$ cat config.mk
export PLATFORM = sky130hd
export DESIGN_NAME = sem_cell
export DESIGN_NICKNAME = d
export VERILOG_FILES = /design/src/rtl/sem_cell_pkg.sv /design/src/rtl/sem_counter.sv /design/src/rtl/sem_waiters.sv /design/src/rtl/sem_ctl_flags.sv /design/src/rtl/sem_cell.sv
export SDC_FILE = /design/constraint.sdc
export NUM_CORES = 1
export LEC_CHECK = 0
export BUFFER_PORTS_ARGS = -buffer_cell sky130_fd_sc_hd__buf_2
export CAP_MARGIN = 25
export CORE_ASPECT_RATIO = 0.75
export CORE_MARGIN = 2
export CORE_UTILIZATION = 52
export CTS_BUF_LIST = sky130_fd_sc_hd__clkbuf_8
export CTS_CLUSTER_SIZE = 14
export DETAILED_ROUTE_END_ITERATION = 10
export HOLD_SLACK_MARGIN = 0.15
export PLACE_DENSITY = 0.89
export SLEW_MARGIN = 20
export SYNTH_ARGS = -nofsm -noshare
export SYNTH_HDL_FRONTEND = slang
export SYNTH_HIERARCHICAL = 1
export SYNTH_SLANG_ARGS = --single-unit
$ cat constraint.sdc
create_clock -name clk -period 5.54 [get_ports clk]
set_clock_uncertainty 0.1 [all_clocks]
set_input_delay 0.277 -clock clk [delete_from_list [all_inputs] [get_ports clk]]
set_output_delay 0.277 -clock clk [all_outputs]
set_load 0.02 [all_outputs]
$ cat src/rtl/sem_cell_pkg.sv
package sem_cell_pkg;
  // view codes decoded from the access
  localparam logic [3:0] VIEW_RAW      = 4'd0;
  localparam logic [3:0] VIEW_CTRL     = 4'd1;
  localparam logic [3:0] VIEW_ACQ_WAIT = 4'd4;
  localparam logic [3:0] VIEW_ACQ_TRY  = 4'd5;

  // control word bit positions, shared with queue-type cells
  localparam int CTL_EMPTY = 0;
  localparam int CTL_FULL  = 1;
  localparam int CTL_TRIG  = 16;
  localparam int CTL_QMODE = 17;

  typedef struct packed {
    logic trig;
    logic full;
    logic empty;
  } ctl_flags_t;
endpackage

$ cat src/rtl/sem_counter.sv
module sem_counter #(
  parameter int CNT_W = 16
) (
  input  logic             clk,
  input  logic             rst,
  input  logic             inc,
  input  logic             dec,
  output logic [CNT_W-1:0] count
);
  localparam logic [CNT_W-1:0] CNT_MAX = {CNT_W{1'b1}};

  always_ff @(posedge clk) begin
    if (rst) begin
      count <= '0;
    end else if (inc) begin
      if (count != CNT_MAX) count <= count + 1'b1;
    end else if (dec) begin
      if (count != '0) count <= count - 1'b1;
    end
  end
endmodule

$ cat src/rtl/sem_waiters.sv
module sem_waiters #(
  parameter int NUM_REQ = 8,
  parameter int ID_W    = 3
) (
  input  logic               clk,
  input  logic               rst,
  input  logic               park_en,
  input  logic [ID_W-1:0]    park_id,
  input  logic               release_en,
  output logic               wake_valid,
  output logic [NUM_REQ-1:0] wake_mask
);
  logic [NUM_REQ-1:0] parked;

  for (genvar g = 0; g < NUM_REQ; g++) begin : g_slot
    always_ff @(posedge clk) begin
      if (rst)                                    parked[g] <= 1'b0;
      else if (release_en)                        parked[g] <= 1'b0;
      else if (park_en && park_id == ID_W'(g))    parked[g] <= 1'b1;
    end
  end

  always_ff @(posedge clk) begin
    if (rst) begin
      wake_valid <= 1'b0;
      wake_mask  <= '0;
    end else begin
      wake_valid <= release_en && (|parked);
      wake_mask  <= release_en ? parked : '0;
    end
  end
endmodule

$ cat src/rtl/sem_ctl_flags.sv
module sem_ctl_flags
  import sem_cell_pkg::*;
#(
  parameter int DATA_W = 64
) (
  input  logic              clk,
  input  logic              rst,
  input  logic              load,
  input  logic [DATA_W-1:0] wdata,
  output ctl_flags_t        flags
);
  always_ff @(posedge clk) begin
    if (rst) begin
      flags <= '0;
    end else if (load) begin
      flags.empty <= wdata[CTL_EMPTY];
      flags.full  <= wdata[CTL_FULL];
      flags.trig  <= wdata[CTL_TRIG];
    end
  end
endmodule

$ cat src/rtl/sem_cell.sv
module sem_cell
  import sem_cell_pkg::*;
#(
  parameter int NUM_REQ   = 8,
  parameter int CNT_W     = 16,
  parameter int DATA_W    = 64,
  parameter bit FIFO_MODE = 1'b0,
  localparam int ID_W     = (NUM_REQ > 1) ? $clog2(NUM_REQ) : 1
) (
  input  logic               clk,
  input  logic               rst,
  input  logic               req_valid,
  input  logic               req_write,
  input  logic [3:0]         req_view,
  input  logic [ID_W-1:0]    req_id,
  input  logic [DATA_W-1:0]  req_wdata,
  output logic               rsp_valid,
  output logic [DATA_W-1:0]  rsp_data,
  output logic               rsp_blocked,
  output logic               wake_valid,
  output logic [NUM_REQ-1:0] wake_mask
);
  localparam bit SEM_ON = !FIFO_MODE;

  logic [CNT_W-1:0]  cnt_q;
  ctl_flags_t        flags_q;
  logic              is_rd, is_wr, pv_view, cnt_zero;
  logic              do_inc, do_dec, do_park, do_ctl;
  logic [DATA_W-1:0] rd_mux;

  assign is_rd    = req_valid && !req_write;
  assign is_wr    = req_valid && req_write;
  assign pv_view  = (req_view == VIEW_ACQ_WAIT) || (req_view == VIEW_ACQ_TRY);
  assign cnt_zero = (cnt_q == '0);

  assign do_dec  = SEM_ON && is_rd && pv_view && !cnt_zero;
  assign do_park = SEM_ON && is_rd && (req_view == VIEW_ACQ_WAIT) && cnt_zero;
  assign do_inc  = SEM_ON && is_wr && pv_view;
  assign do_ctl  = is_wr && (req_view == VIEW_CTRL);

  sem_counter #(.CNT_W(CNT_W)) u_counter (
    .clk   (clk),
    .rst   (rst),
    .inc   (do_inc),
    .dec   (do_dec),
    .count (cnt_q)
  );

  sem_waiters #(.NUM_REQ(NUM_REQ), .ID_W(ID_W)) u_waiters (
    .clk        (clk),
    .rst        (rst),
    .park_en    (do_park),
    .park_id    (req_id),
    .release_en (do_inc),
    .wake_valid (wake_valid),
    .wake_mask  (wake_mask)
  );

  sem_ctl_flags #(.DATA_W(DATA_W)) u_flags (
    .clk   (clk),
    .rst   (rst),
    .load  (do_ctl),
    .wdata (req_wdata),
    .flags (flags_q)
  );

  always_comb begin
    rd_mux = '0;
    case (req_view)
      VIEW_RAW: rd_mux = DATA_W'(cnt_q);
      VIEW_CTRL: begin
        rd_mux[CTL_EMPTY] = flags_q.empty;
        rd_mux[CTL_FULL]  = flags_q.full;
        rd_mux[CTL_TRIG]  = flags_q.trig;
        rd_mux[CTL_QMODE] = FIFO_MODE;
      end
      VIEW_ACQ_WAIT, VIEW_ACQ_TRY: rd_mux = SEM_ON ? DATA_W'(cnt_q) : '0;
      default: rd_mux = '0;
    endcase
  end

  always_ff @(posedge clk) begin
    if (rst) begin
      rsp_valid   <= 1'b0;
      rsp_data    <= '0;
      rsp_blocked <= 1'b0;
    end else begin
      rsp_valid   <= is_rd;
      rsp_data    <= is_rd ? rd_mux : '0;
      rsp_blocked <= do_park;
    end
  end
endmodule

==> results.json <==
{
  "initial_core_util_pct": 53.8,
  "avgViaCountPerCell": 5.32,
  "cts_max_level": 2,
  "stdcell_area_um2": 3350,
  "core_area_um2": 5800,
  "grt_start_max_net_pins": 28,
  "cp-end-kind": "flop",
  "setup_violations": 0,
  "hold_slack_ns": 0.166,
  "synth_flop_cell": "dfxtp_1",
  "drtPass1Iterations": 5,
  "clockBufferDepth": 2,
  "drive_gt1_share_pct": 16.3,
  "numCtsBuffers": 5,
  "holdPathStages": 2,
  "placed_area_um2": 3190,
  "ant_nets": 0,
  "die_w_um": 93.4,
  "grt_pass1_wl_um": 9890,
  "insertion_delay_ns": 0.31,
  "fin_crit_sh_pct": 63.5,
  "antenna_found_initial": 0,
  "startpoint_type": "primary input",
  "routabilityCongestion": 0.874,
  "dieHeight_um": 71.0,
  "worstPathArrival_ns": 3.62,
  "seq_area_um2": 1100,
  "post_cts_buffers": 0,
  "rsz0062_at_grt": "no",
  "fill_cells": 464,
  "dieArea_um2": 6640,
  "path_clk_slew_ns": 0.10,
  "area_delta_synth_final_pct": 7.59,
  "p_seq_share_pct": 49.6,
  "netSwitchingFraction_pct": 28.1,
  "wire_per_inst_um": 13.1,
  "cap_viol_max_count": 0,
  "drc_errors": 0,
  "ios": 150,
  "netlist_area_um2": 3120,
  "finalCoreUtilization_pct": 57.9,
  "crit_type": "in -> reg",
  "required_ns": 5.64,
  "rows": 24,
  "cp_max_fo": 15,
  "final_nets": 487,
  "overflow": 0,
  "gr-usage-all-layers_pct": 18.7,
  "yosys_warnings": 6,
  "relSlewSlack_pct": 31.7,
  "synth_edf_count": 0,
  "async_flop_share_pct": 0,
  "grt_pass1_vias": 2092,
  "dp_hpwl_um": 4590,
  "ys_seq_area_share_pct": 35.3,
  "syn_area_per_cell_um2": 8.85,
  "hold_class": "in -> reg",
  "peakVddDrop_mv": 0.111,
  "ys_types": 59,
  "cts_tree": "done",
  "internal_power_uw": 590,
  "drt_iter0_markers": 216,
  "slew_viol_final": 0,
  "clockPowerShare_pct": 31.8,
  "clockRootBuffer": "clkbuf_8",
  "postCtsResizedCells": 0,
  "tightest_slew_ns": 1.02,
  "cts_hold_buf": 5,
  "period_needed_ns": 3.52,
  "vias": 2530,
  "share_comb_of_total_power_pct": 18.6,
  "run_status": "complete, no violations",
  "p_leak_uw": 0.00151,
  "p_per_area_nw_per_um2": 245,
  "routed_wl_um": 6250,
  "hold_viol_final": 0,
  "p_sw_uw": 231,
  "reg2regPathDepth": 8,
  "multi_input_area_um2": 1750,
  "antennaDiodeCount": 0,
  "clkSinkCount": 55,
  "synth-seq-cells": 55,
  "fmaxAchievable_mhz": 284,
  "postSynthCellCount": 352,
  "io_buffers": 41,
  "finalSetupTns_ns": 0
}
==> cells by family after synthesis <==
kind of cell | after synthesis | synth area share (%)
XOR/XNOR | 7 | 1.97
AO/OA/AOI/OAI | 71 | 15.3
flip-flops | 55 | 35.3
multiplexers | 7 | 2.29
buffers and inverters | 62 | 13.9
other | 1 | 0.120
AND/OR/NAND/NOR | 134 | 24.8
adder cells (fa/ha/maj) | 15 | 6.26
==> path summary, 6_finish.rpt <==
path | start | endpoint | slack (ns)
worst min-delay path | req_valid | rsp_valid | 0.17
worst max-delay path | req_write | u_counter/count[15] | 2.02
worst min register to register | u_flags/flags[2] | rsp_data[16] | 0.34
worst max register to register | u_counter/count[0] | u_counter/count[14] | 2.93
==> cells in the final DEF, fill, tap and decap left out, drive strengths merged, types with 3 or more instances in the layout <==
cell type     n
ha           14
and4          4
a21o          6
inv           9
and4bb        3
nand3         5
nand2b        5
nor3          4
or3           3
o21a          8
xnor2         6
o21ai         7
buf          42
dlygate4sd3   5
o211ai        3
nand2        32
a21oi        29
and4b         3
clkbuf        5
nor2b         3
nor4         12
mux2i         6
dfxtp        55
a31oi         3
nand4         6
and2         24
nor2         19
a211oi        5
conb         47
==> cell usage after synthesis, types with 3 or more instances <==
master	instances	area (um^2)
a211oi_1	4	30.0
a21o_1	6	45.0
a21oi_1	28	140
a31oi_1	3	18.8
and2_1	24	150
and4_1	4	35.0
and4bb_2	3	37.5
buf_4	49	368
dfxtp_1	55	1100
ha_1	14	175
inv_1	7	26.3
mux2i_1	6	60.1
nand2_1	32	120
nand2b_1	5	31.3
nand3_1	5	25.0
nand4_1	6	37.5
nor2_1	19	71.3
nor3_1	3	15.0
nor4_1	11	68.8
o211ai_1	3	22.5
o21a_1	8	60.1
o21ai_0	7	35.0
or3_1	3	18.8
xnor2_1	6	52.6
==> power by group through the flow <==
stage               sequential (uW)  combinational, uW  clock, uW
detailed placement              416                146          0
global placement                416                142          0
CTS                             407                149        267
finish                          407                153        261
floorplan                       414                146          0
global route                    408                166        282
==> critical path: stages <==
cell	delay (ns)
dlygate4sd3_1	0.53
buf_2	0.16
inv_1	0.05
nor3_1	0.17
buf_4	0.19
inv_1	0.26
ha_1	0.56
nand4_1	0.19
o221ai_1	0.25
a21oi_2	0.09
o31ai_2	0.31
mux2i_1	0.24
mux2_2	0.34
==> layer usage <==
metal	track usage, %	wire length [um]
met1	26.8	2800
met2	27.0	2770
met3	5.11	608
met4	6.70	76
met5	0	0
==> stage by stage <==
step / cells / power (uW) / setup WS (ns)
after floorplan: 398 / 560 / 2.04
after global placement: 463 / 558 / 2.11
after detailed placement: 463 / 562 / 2.00
after global routing: 476 / 856 / 1.86
after CTS: 476 / 823 / 2.11
final: 476 / 820 / 2.02
==> registers in the layout, summed over array words and instances (netlist names) <==
signal and cells:
u_waiters/wake_mask 8, rsp_data 17, u_counter/count 16, u_waiters/parked 8, rsp_valid 1, u_waiters/wake_valid 1, u_flags/flags 3, rsp_blocked 1
==> layout make-up <==
class	instances	share of cell area (%)
inverter	7	0.784
clock buffer	5	2.05
clock inverter	3	1.27
sequential	55	32.8
timing repair buffer	47	7.84
tap	78	2.91
multi-input combinational	281	52.3
(Power assumes the default switching activity.)
